[config.mk]
export PLATFORM = sky130hd
export DESIGN_NAME = scl_timing_gen
export DESIGN_NICKNAME = d
export VERILOG_FILES = /design/src/rtl/scl_gen_pkg.sv /design/src/rtl/scl_prescaler.sv /design/src/rtl/scl_phase_counter.sv /design/src/rtl/scl_cfg_latch.sv /design/src/rtl/scl_timing_gen.sv
export SDC_FILE = /design/constraint.sdc
export NUM_CORES = 1
export LEC_CHECK = 0
export CAP_MARGIN = 10
export CORE_ASPECT_RATIO = 1.4
export CORE_MARGIN = 1.5
export CORE_UTILIZATION = 57
export CTS_BUF_LIST = sky130_fd_sc_hd__clkbuf_2
export DETAILED_ROUTE_END_ITERATION = 8
export GPL_ROUTABILITY_DRIVEN = 0
export PLACE_DENSITY_LB_ADDON = 0.08
export SYNTH_ARGS = -nofsm -noshare
export SYNTH_HDL_FRONTEND = slang
export SYNTH_SLANG_ARGS = --single-unit
[constraint.sdc]
create_clock -name clk -period 2.43 [get_ports clk]
set_input_delay 0.486 -clock clk [delete_from_list [all_inputs] [get_ports clk]]
set_output_delay 0.486 -clock clk [all_outputs]
set_load 0.05 [all_outputs]
[src/rtl/scl_gen_pkg.sv]
package scl_gen_pkg;

  // Generator phases; the line is pulled low only in ST_LOW.
  typedef enum logic [1:0] {
    ST_IDLE    = 2'd0,
    ST_LOW     = 2'd1,
    ST_WAIT_HI = 2'd2,
    ST_HIGH    = 2'd3
  } scl_state_e;

  // Fixed number of extra module-clock ticks added to every phase.
  localparam int unsigned SCL_PHASE_PAD = 6;

  // Number of timing sets packed in each count word.
  localparam int unsigned SCL_NUM_SETS = 2;

endpackage

[src/rtl/scl_prescaler.sv]
module scl_prescaler #(
  parameter int unsigned PSC_W = 8
) (
  input  logic             clk,
  input  logic             rst_n,
  input  logic             clear,
  input  logic             active,
  input  logic             bypass,
  input  logic [PSC_W-1:0] div,
  output logic             tick
);

  logic [PSC_W-1:0] cnt_q;

  // One tick every (div + 1) active cycles, or every active cycle when bypassed.
  assign tick = active && (bypass || (cnt_q == div));

  always_ff @(posedge clk or negedge rst_n) begin
    if (!rst_n) begin
      cnt_q <= '0;
    end else if (clear) begin
      cnt_q <= '0;
    end else if (active) begin
      if (tick) cnt_q <= '0;
      else      cnt_q <= cnt_q + 1'b1;
    end
  end

endmodule

[src/rtl/scl_phase_counter.sv]
module scl_phase_counter #(
  parameter int unsigned PC_W = 9
) (
  input  logic            clk,
  input  logic            rst_n,
  input  logic            load,
  input  logic [PC_W-1:0] load_val,
  input  logic            tick,
  output logic            done
);

  logic [PC_W-1:0] rem_q;

  // The phase ends on the tick that finds the remaining count at zero.
  assign done = tick && (rem_q == '0);

  always_ff @(posedge clk or negedge rst_n) begin
    if (!rst_n) begin
      rem_q <= '0;
    end else if (load) begin
      rem_q <= load_val;
    end else if (tick && (rem_q != '0)) begin
      rem_q <= rem_q - 1'b1;
    end
  end

endmodule

[src/rtl/scl_cfg_latch.sv]
module scl_cfg_latch
  import scl_gen_pkg::*;
#(
  parameter int unsigned PSC_W = 8,
  parameter int unsigned CNT_W = 8
) (
  input  logic               clk,
  input  logic               rst_n,
  input  logic               capture,
  input  logic [PSC_W-1:0]   psc_in,
  input  logic [2*CNT_W-1:0] low_in,
  input  logic [2*CNT_W-1:0] high_in,
  input  logic               hs_mode_in,
  output logic [PSC_W-1:0]   psc_q,
  output logic               hs_mode_q,
  output logic [CNT_W-1:0]   lo_fs,
  output logic [CNT_W-1:0]   lo_hs,
  output logic [CNT_W-1:0]   hi_fs,
  output logic [CNT_W-1:0]   hi_hs
);

  localparam int unsigned WORD_W = SCL_NUM_SETS * CNT_W;

  logic [WORD_W-1:0] word_raw [2];
  logic [WORD_W-1:0] word_q   [2];

  assign word_raw[0] = low_in;
  assign word_raw[1] = high_in;

  // One capture register per count word (0 = low phase, 1 = high phase).
  for (genvar g = 0; g < 2; g++) begin : g_word
    always_ff @(posedge clk or negedge rst_n) begin
      if (!rst_n)       word_q[g] <= '0;
      else if (capture) word_q[g] <= word_raw[g];
    end
  end

  always_ff @(posedge clk or negedge rst_n) begin
    if (!rst_n) begin
      psc_q     <= '0;
      hs_mode_q <= 1'b0;
    end else if (capture) begin
      psc_q     <= psc_in;
      hs_mode_q <= hs_mode_in;
    end
  end

  // Lower field: fast/standard set; upper field: high-speed set.
  assign lo_fs = word_q[0][CNT_W-1:0];
  assign lo_hs = word_q[0][WORD_W-1:CNT_W];
  assign hi_fs = word_q[1][CNT_W-1:0];
  assign hi_hs = word_q[1][WORD_W-1:CNT_W];

endmodule

[src/rtl/scl_timing_gen.sv]
module scl_timing_gen
  import scl_gen_pkg::*;
#(
  parameter int unsigned PSC_W = 8,
  parameter int unsigned CNT_W = 8
) (
  input  logic               clk,
  input  logic               rst_n,
  input  logic               enable,
  input  logic               run,
  input  logic               hs_mode,
  input  logic               hs_switch,
  input  logic [PSC_W-1:0]   psc_cfg,
  input  logic [2*CNT_W-1:0] low_cfg,
  input  logic [2*CNT_W-1:0] high_cfg,
  input  logic               scl_in,
  output logic               scl_o,
  output logic               busy
);

  localparam int unsigned PC_W = $clog2((2 ** CNT_W) + SCL_PHASE_PAD);
  localparam logic [PC_W-1:0] LOAD_ADD = PC_W'(SCL_PHASE_PAD - 1);

  scl_state_e       state;
  logic             use_hs;
  logic             hs_next;
  logic             capture;
  logic             count_en;
  logic             tick;
  logic             done;
  logic             phase_load;
  logic [PC_W-1:0]  load_val;

  logic [PSC_W-1:0] psc_q;
  logic             hs_mode_q;
  logic [CNT_W-1:0] lo_fs, lo_hs, hi_fs, hi_hs;

  assign capture  = (state == ST_IDLE) && enable && run;
  assign hs_next  = use_hs || (hs_mode_q && hs_switch);
  assign count_en = (state == ST_LOW) || (state == ST_HIGH) ||
                    ((state == ST_WAIT_HI) && scl_in);

  assign phase_load = capture ||
                      (enable && run && done &&
                       ((state == ST_LOW) || (state == ST_HIGH)));

  // Reload value: (count + 6) ticks means a terminal index of count + 5.
  always_comb begin
    if (capture) begin
      load_val = PC_W'(low_cfg[CNT_W-1:0]) + LOAD_ADD;
    end else if (state == ST_LOW) begin
      load_val = PC_W'(use_hs ? hi_hs : hi_fs) + LOAD_ADD;
    end else begin
      load_val = PC_W'(hs_next ? lo_hs : lo_fs) + LOAD_ADD;
    end
  end

  scl_cfg_latch #(
    .PSC_W (PSC_W),
    .CNT_W (CNT_W)
  ) u_cfg (
    .clk        (clk),
    .rst_n      (rst_n),
    .capture    (capture),
    .psc_in     (psc_cfg),
    .low_in     (low_cfg),
    .high_in    (high_cfg),
    .hs_mode_in (hs_mode),
    .psc_q      (psc_q),
    .hs_mode_q  (hs_mode_q),
    .lo_fs      (lo_fs),
    .lo_hs      (lo_hs),
    .hi_fs      (hi_fs),
    .hi_hs      (hi_hs)
  );

  scl_prescaler #(
    .PSC_W (PSC_W)
  ) u_psc (
    .clk    (clk),
    .rst_n  (rst_n),
    .clear  (phase_load),
    .active (count_en),
    .bypass (use_hs),
    .div    (psc_q),
    .tick   (tick)
  );

  scl_phase_counter #(
    .PC_W (PC_W)
  ) u_phase (
    .clk      (clk),
    .rst_n    (rst_n),
    .load     (phase_load),
    .load_val (load_val),
    .tick     (tick),
    .done     (done)
  );

  always_ff @(posedge clk or negedge rst_n) begin
    if (!rst_n) begin
      state  <= ST_IDLE;
      use_hs <= 1'b0;
    end else if (!enable) begin
      state  <= ST_IDLE;
      use_hs <= 1'b0;
    end else begin
      unique case (state)
        ST_IDLE: begin
          use_hs <= 1'b0;
          if (run) state <= ST_LOW;
        end
        ST_LOW: begin
          if (done) state <= run ? ST_WAIT_HI : ST_IDLE;
        end
        ST_WAIT_HI: begin
          if (scl_in) state <= ST_HIGH;
        end
        ST_HIGH: begin
          if (done) begin
            if (run) begin
              state  <= ST_LOW;
              use_hs <= hs_next;
            end else begin
              state  <= ST_IDLE;
            end
          end
        end
        default: state <= ST_IDLE;
      endcase
    end
  end

  assign scl_o = (state != ST_LOW);
  assign busy  = (state != ST_IDLE);

endmodule

==> summary.txt, run 1 <==
Clocking
  – CTS buffer count: 9
  – CTS tree: yes
  – Clock-pin slew on the worst setup and hold paths: 0.20 ns
  – Worst-Skew Late Latency: slightly above 0.5 ns
  – H-tree levels: 3
  – Clock Root Buffer: clkbuf_2
  – # clock sinks: slightly above 60
  – CTS max path bufs: 2

Yosys
  – Synth cell count leaders: nand2_1 (137), dfrtp_1 (61), nor3_1 (22)
  – Syn avg cell area: 9.15 um2
  – Synth warn: 0
  – Synth Flop Type: dfrtp_1
  – Area leader, netlist: dfrtp_1
  – Flops & latches, synth: 61
  – Top cell type's share of synthesized area: around 45%
  – Synth area leaders: dfrtp_1 (45%), nand2_1 (15%), o41ai_4 (4.0%)
  – Register area share after synthesis: 44.6%
  – Netlist Area Pre-Place: about 3400 um2
  – Most frequent cell after synthesis: nand2_1
  – Syn nets: ~420
  – Post-synth EDFFs: 0
  – Cells after Synth: ~370
  – Async set-or-reset flop fraction in the synthesized netlist: 100%
  – Netlist cell types: between 60 and 70

Worst setup path
  – Buf/Inv on CP: 2
  – Crit path max-delay family: buffers and inverters
  – Critical Path, Cell by Cell: buf_4 > or2_2 > dlygate4sd2_1
  – Worst reg-to-reg path cell count: 9
  – CP Capture Type: primary output
  – RR Startpoint: u_phase.rem_q[0]$_DFFE_PN0P_
  – CP required: 1.94 ns
  – Worst R2R Setup Slack: about 0.16 ns
  – CP max stage delay: approximately 0.46 ns
  – Setup crit start kind: register
  – CP Max Fanout: 7
  – Arrival time of the worst setup path: roughly 1.9 ns
  – CP max-delay cell: dfrtp_1
  – Reg-to-Reg End: u_phase.rem_q[5]$_DFFE_PN0P_
  – Worst Setup Path Type: reg2out

STA
  – TNS Setup: 0 ns
  – Final Hold Violating Endpoints: 0
  – RSZ-0062 raised after global routing: yes
  – Slew Limit Fails: 0
  – Final-report setup violation count: 0
  – Min cycle time layout: 2.36 ns
  – Hold slack: between 0.4 and 0.5 ns
  – Worst slew pin tran: between 0.6 and 0.7 ns
  – Fmax: approximately 420 MHz
  – Slew headroom: between 50% and 60%
  – Clock skew: ~0.016 ns
  – Tcrit/Tclk final: slightly below 100%

Power and ir drop
  – Clk pwr share: between 20% and 30%
  – Psw: 1.03 mW
  – Peak VDD IR: ~0.46 mV
  – Reg power frac: a little under half
  – Total internal power: ~2 mW
  – Pwr/cell area: between 600 and 700 nW/um2
  – Final Power: roughly 3.0 mW
  – Gate power share: slightly below 30%
  – Pleak: about 2.1 nW
  – Switching part of the total: around a third

Floorplanning
  – Row count: 33
  – Die Height: about 95 um
  – IO Count: slightly below 50
  – Die area: about 6500 um2
  – Core Area: a little under 6000 um2
  – Initial core utilization: between 50% and 60%
  – Horiz. Die Dim: around 68 um

Global route
  – Antenna violations before repair: 0
  – Maximum number of pins on one net before global-route repair: 36
  – GRT Residual Overflow: 0
  – Vias in the first global route: just under 3k
  – Total Routing Usage GR: between 20% and 30%
  – Global-route wire length before repair: 13200 um

Routing
  – Met2 WL: 3840 um
  – Top routing layer used: met4
  – Via count: ~2.9k
  – Wire length on met1: 3410 um
  – WL/cell: between 10 and 15 um
  – Number of DRC markers in iteration 0: just under 200
  – DR DRC count: 0
  – Routed Antenna Nets: 0
  – DR WL met3: roughly 280 um
  – Vias per inst: about 5.5
  – Drt total wl: roughly 7700 um
  – Pre-antenna DRT Iters: 4

Placed design
  – DP Area: 4190 um2
  – DP HPWL: 5760 um
  – IO Port Bufs: 48

Cells and area
  – Finished Cell Area: roughly 4400 um2
  – Layout cells sized above 1: 19.1%
  – Area Overhead vs Synth: 27.3%
  – Final net count: 506
  – Diode count: 0

Job
  – Number of max-cap violations: 0

Min path
  – Min-Delay Path Class: in2reg
  – Hold Path Depth: 3
  – Hold path endpoint: u_cfg.psc_q[3]$_DFFE_PN0P_
  – Hold path start: psc_cfg[3]

Run status
  – Outcome: completed
-- layout by cell type, fill, tap and decap left out, types with 2 or more instances in the layout --
cell               n
a211oi_1           6
a211oi_2           3
a21o_1             2
a21o_2             2
a21oi_1            4
a21oi_2            2
a31oi_1            4
and2_1             3
buf_12             2
buf_4             38
bufinv_16          2
clkbuf_2           9
clkdlybuf4s50_1   45
clkinv_4           2
dfrtp_1           60
ha_1               2
inv_1              4
inv_6              2
mux2i_1            4
nand2_1          137
nand3_1            4
nor2_1            14
nor2b_1            9
nor3_1            22
nor4_1             5
nor4_2             2
nor4b_2            2
o21ai_0            4
o21ai_1            2
o31a_1             2
o41ai_2            2
o41ai_4            5
xnor2_1            7
xor2_1            14
-- power by group through the flow --
| stage | Combinational, mW | Clock (mW) | Sequential (mW) |
|---|---|---|---|
| after floorplan | 0.571 | 0 | 1.35 |
| after global placement | 0.839 | 0 | 1.39 |
| after detailed placement | 0.867 | 0 | 1.40 |
| after CTS | 0.875 | 0.767 | 1.38 |
| after global routing | 0.984 | 0.804 | 1.41 |
| final | 0.881 | 0.760 | 1.38 |
-- layer usage --
layer,global-route usage (%),up-vias
met5,0,-
met4,14.0,0
met3,3.69,16
met2,44.0,74
met1,35.0,1404
li1,-,1442
-- final cells by class --
type,instances,area (um2)
Clock buffer,9,45.0
Clock inverter,7,98.8
Fill cell,420,1470
Inverter,5,23.8
Multi-Input combinational cell,291,1770
Sequential cell,61,1530
Tap cell,70,87.6
Timing Repair Buffer,88,800
-- how the worst max path moves through the flow --
stage	startpoint	to	slack [ns]	cells past startpoint
2_1_floorplan	state[0]$_DFFE_PN0P_	u_phase.rem_q[6]$_DFFE_PN0P_	0.29	9
3_3_place_gp	hs_switch	u_phase.rem_q[6]$_DFFE_PN0P_	-0.11	8
3_5_place_dp	hs_switch	u_phase.rem_q[6]$_DFFE_PN0P_	-0.18	8
4_1_cts	state[1]$_DFFE_PN0P_	busy	0.05	3
5_1_grt	use_hs$_DFFE_PN0P_	u_phase.rem_q[6]$_DFFE_PN0P_	-0.007	9
6_report	state[1]$_DFFE_PN0P_	busy	0.07	3
-- flip-flops by register name (all words and copies together) (netlist names) --
| signal | flops |
|---|---|
| u_cfg.hi_hs | 8 |
| state | 2 |
| u_cfg.hi_fs | 8 |
| u_cfg.hs_mode_q | 1 |
| u_cfg.lo_fs | 8 |
| use_hs | 1 |
| u_psc.cnt_q | 8 |
| u_phase.rem_q | 9 |
| u_cfg.lo_hs | 8 |
| u_cfg.psc_q | 8 |
-- through the flow --
stage | worst slack [ns] | std cells | util, %
6_report | 0.0723 | 531 | 74.8
5_1_grt | -0.00696 | 531 | 74.8
4_1_cts | 0.0495 | 531 | 74.5
3_5_place_dp | -0.179 | 514 | 71.9
3_3_place_gp | -0.113 | 514 | 71.9
2_1_floorplan | 0.292 | 374 | -
-- cells by family after synthesis --
kind of cell | share of synthesized area (%)
and+or+nand+nor | 28.9
DFF | 44.6
AOI/OAI and AO/OA | 14.3
buffers and inverters | 4.13
xor gates and xnor gates | 5.38
muxes | 1.50
adders and majority gates | 1.10
-- worst register-to-register path: stages (launching register included) --
cell,delay (ns)
dfrtp_1,0.48
inv_1,0.07
ha_1,0.25
nor3b_1,0.18
buf_4,0.14
and3_1,0.24
nand4bb_1,0.24
o31a_1,0.25
nor3_1,0.23
nor3_1,0.10
-- timing repair --
action                                 4_1_cts  5_1_grt
setup endpoints to repair                    1        6
pin swaps                                    0        1
gates resized for setup                      1        4
setup buffers                                0        0
endpoints found under the hold margin       26        0
hold buffers                                 1        0
(Power assumes the default switching activity.)
==> inputs of run 2 (changes only) <==
SLEW_MARGIN = 20   (was default)
==> results of run 2 <==
Same layout as run 1: the final DEF is identical, and so are final timing and power.
==> inputs of run 3 (changes only) <==
SLEW_MARGIN = 40   (was 20)
==> results of run 3 <==
Same layout as run 1: the final DEF is identical, and so are final timing and power.
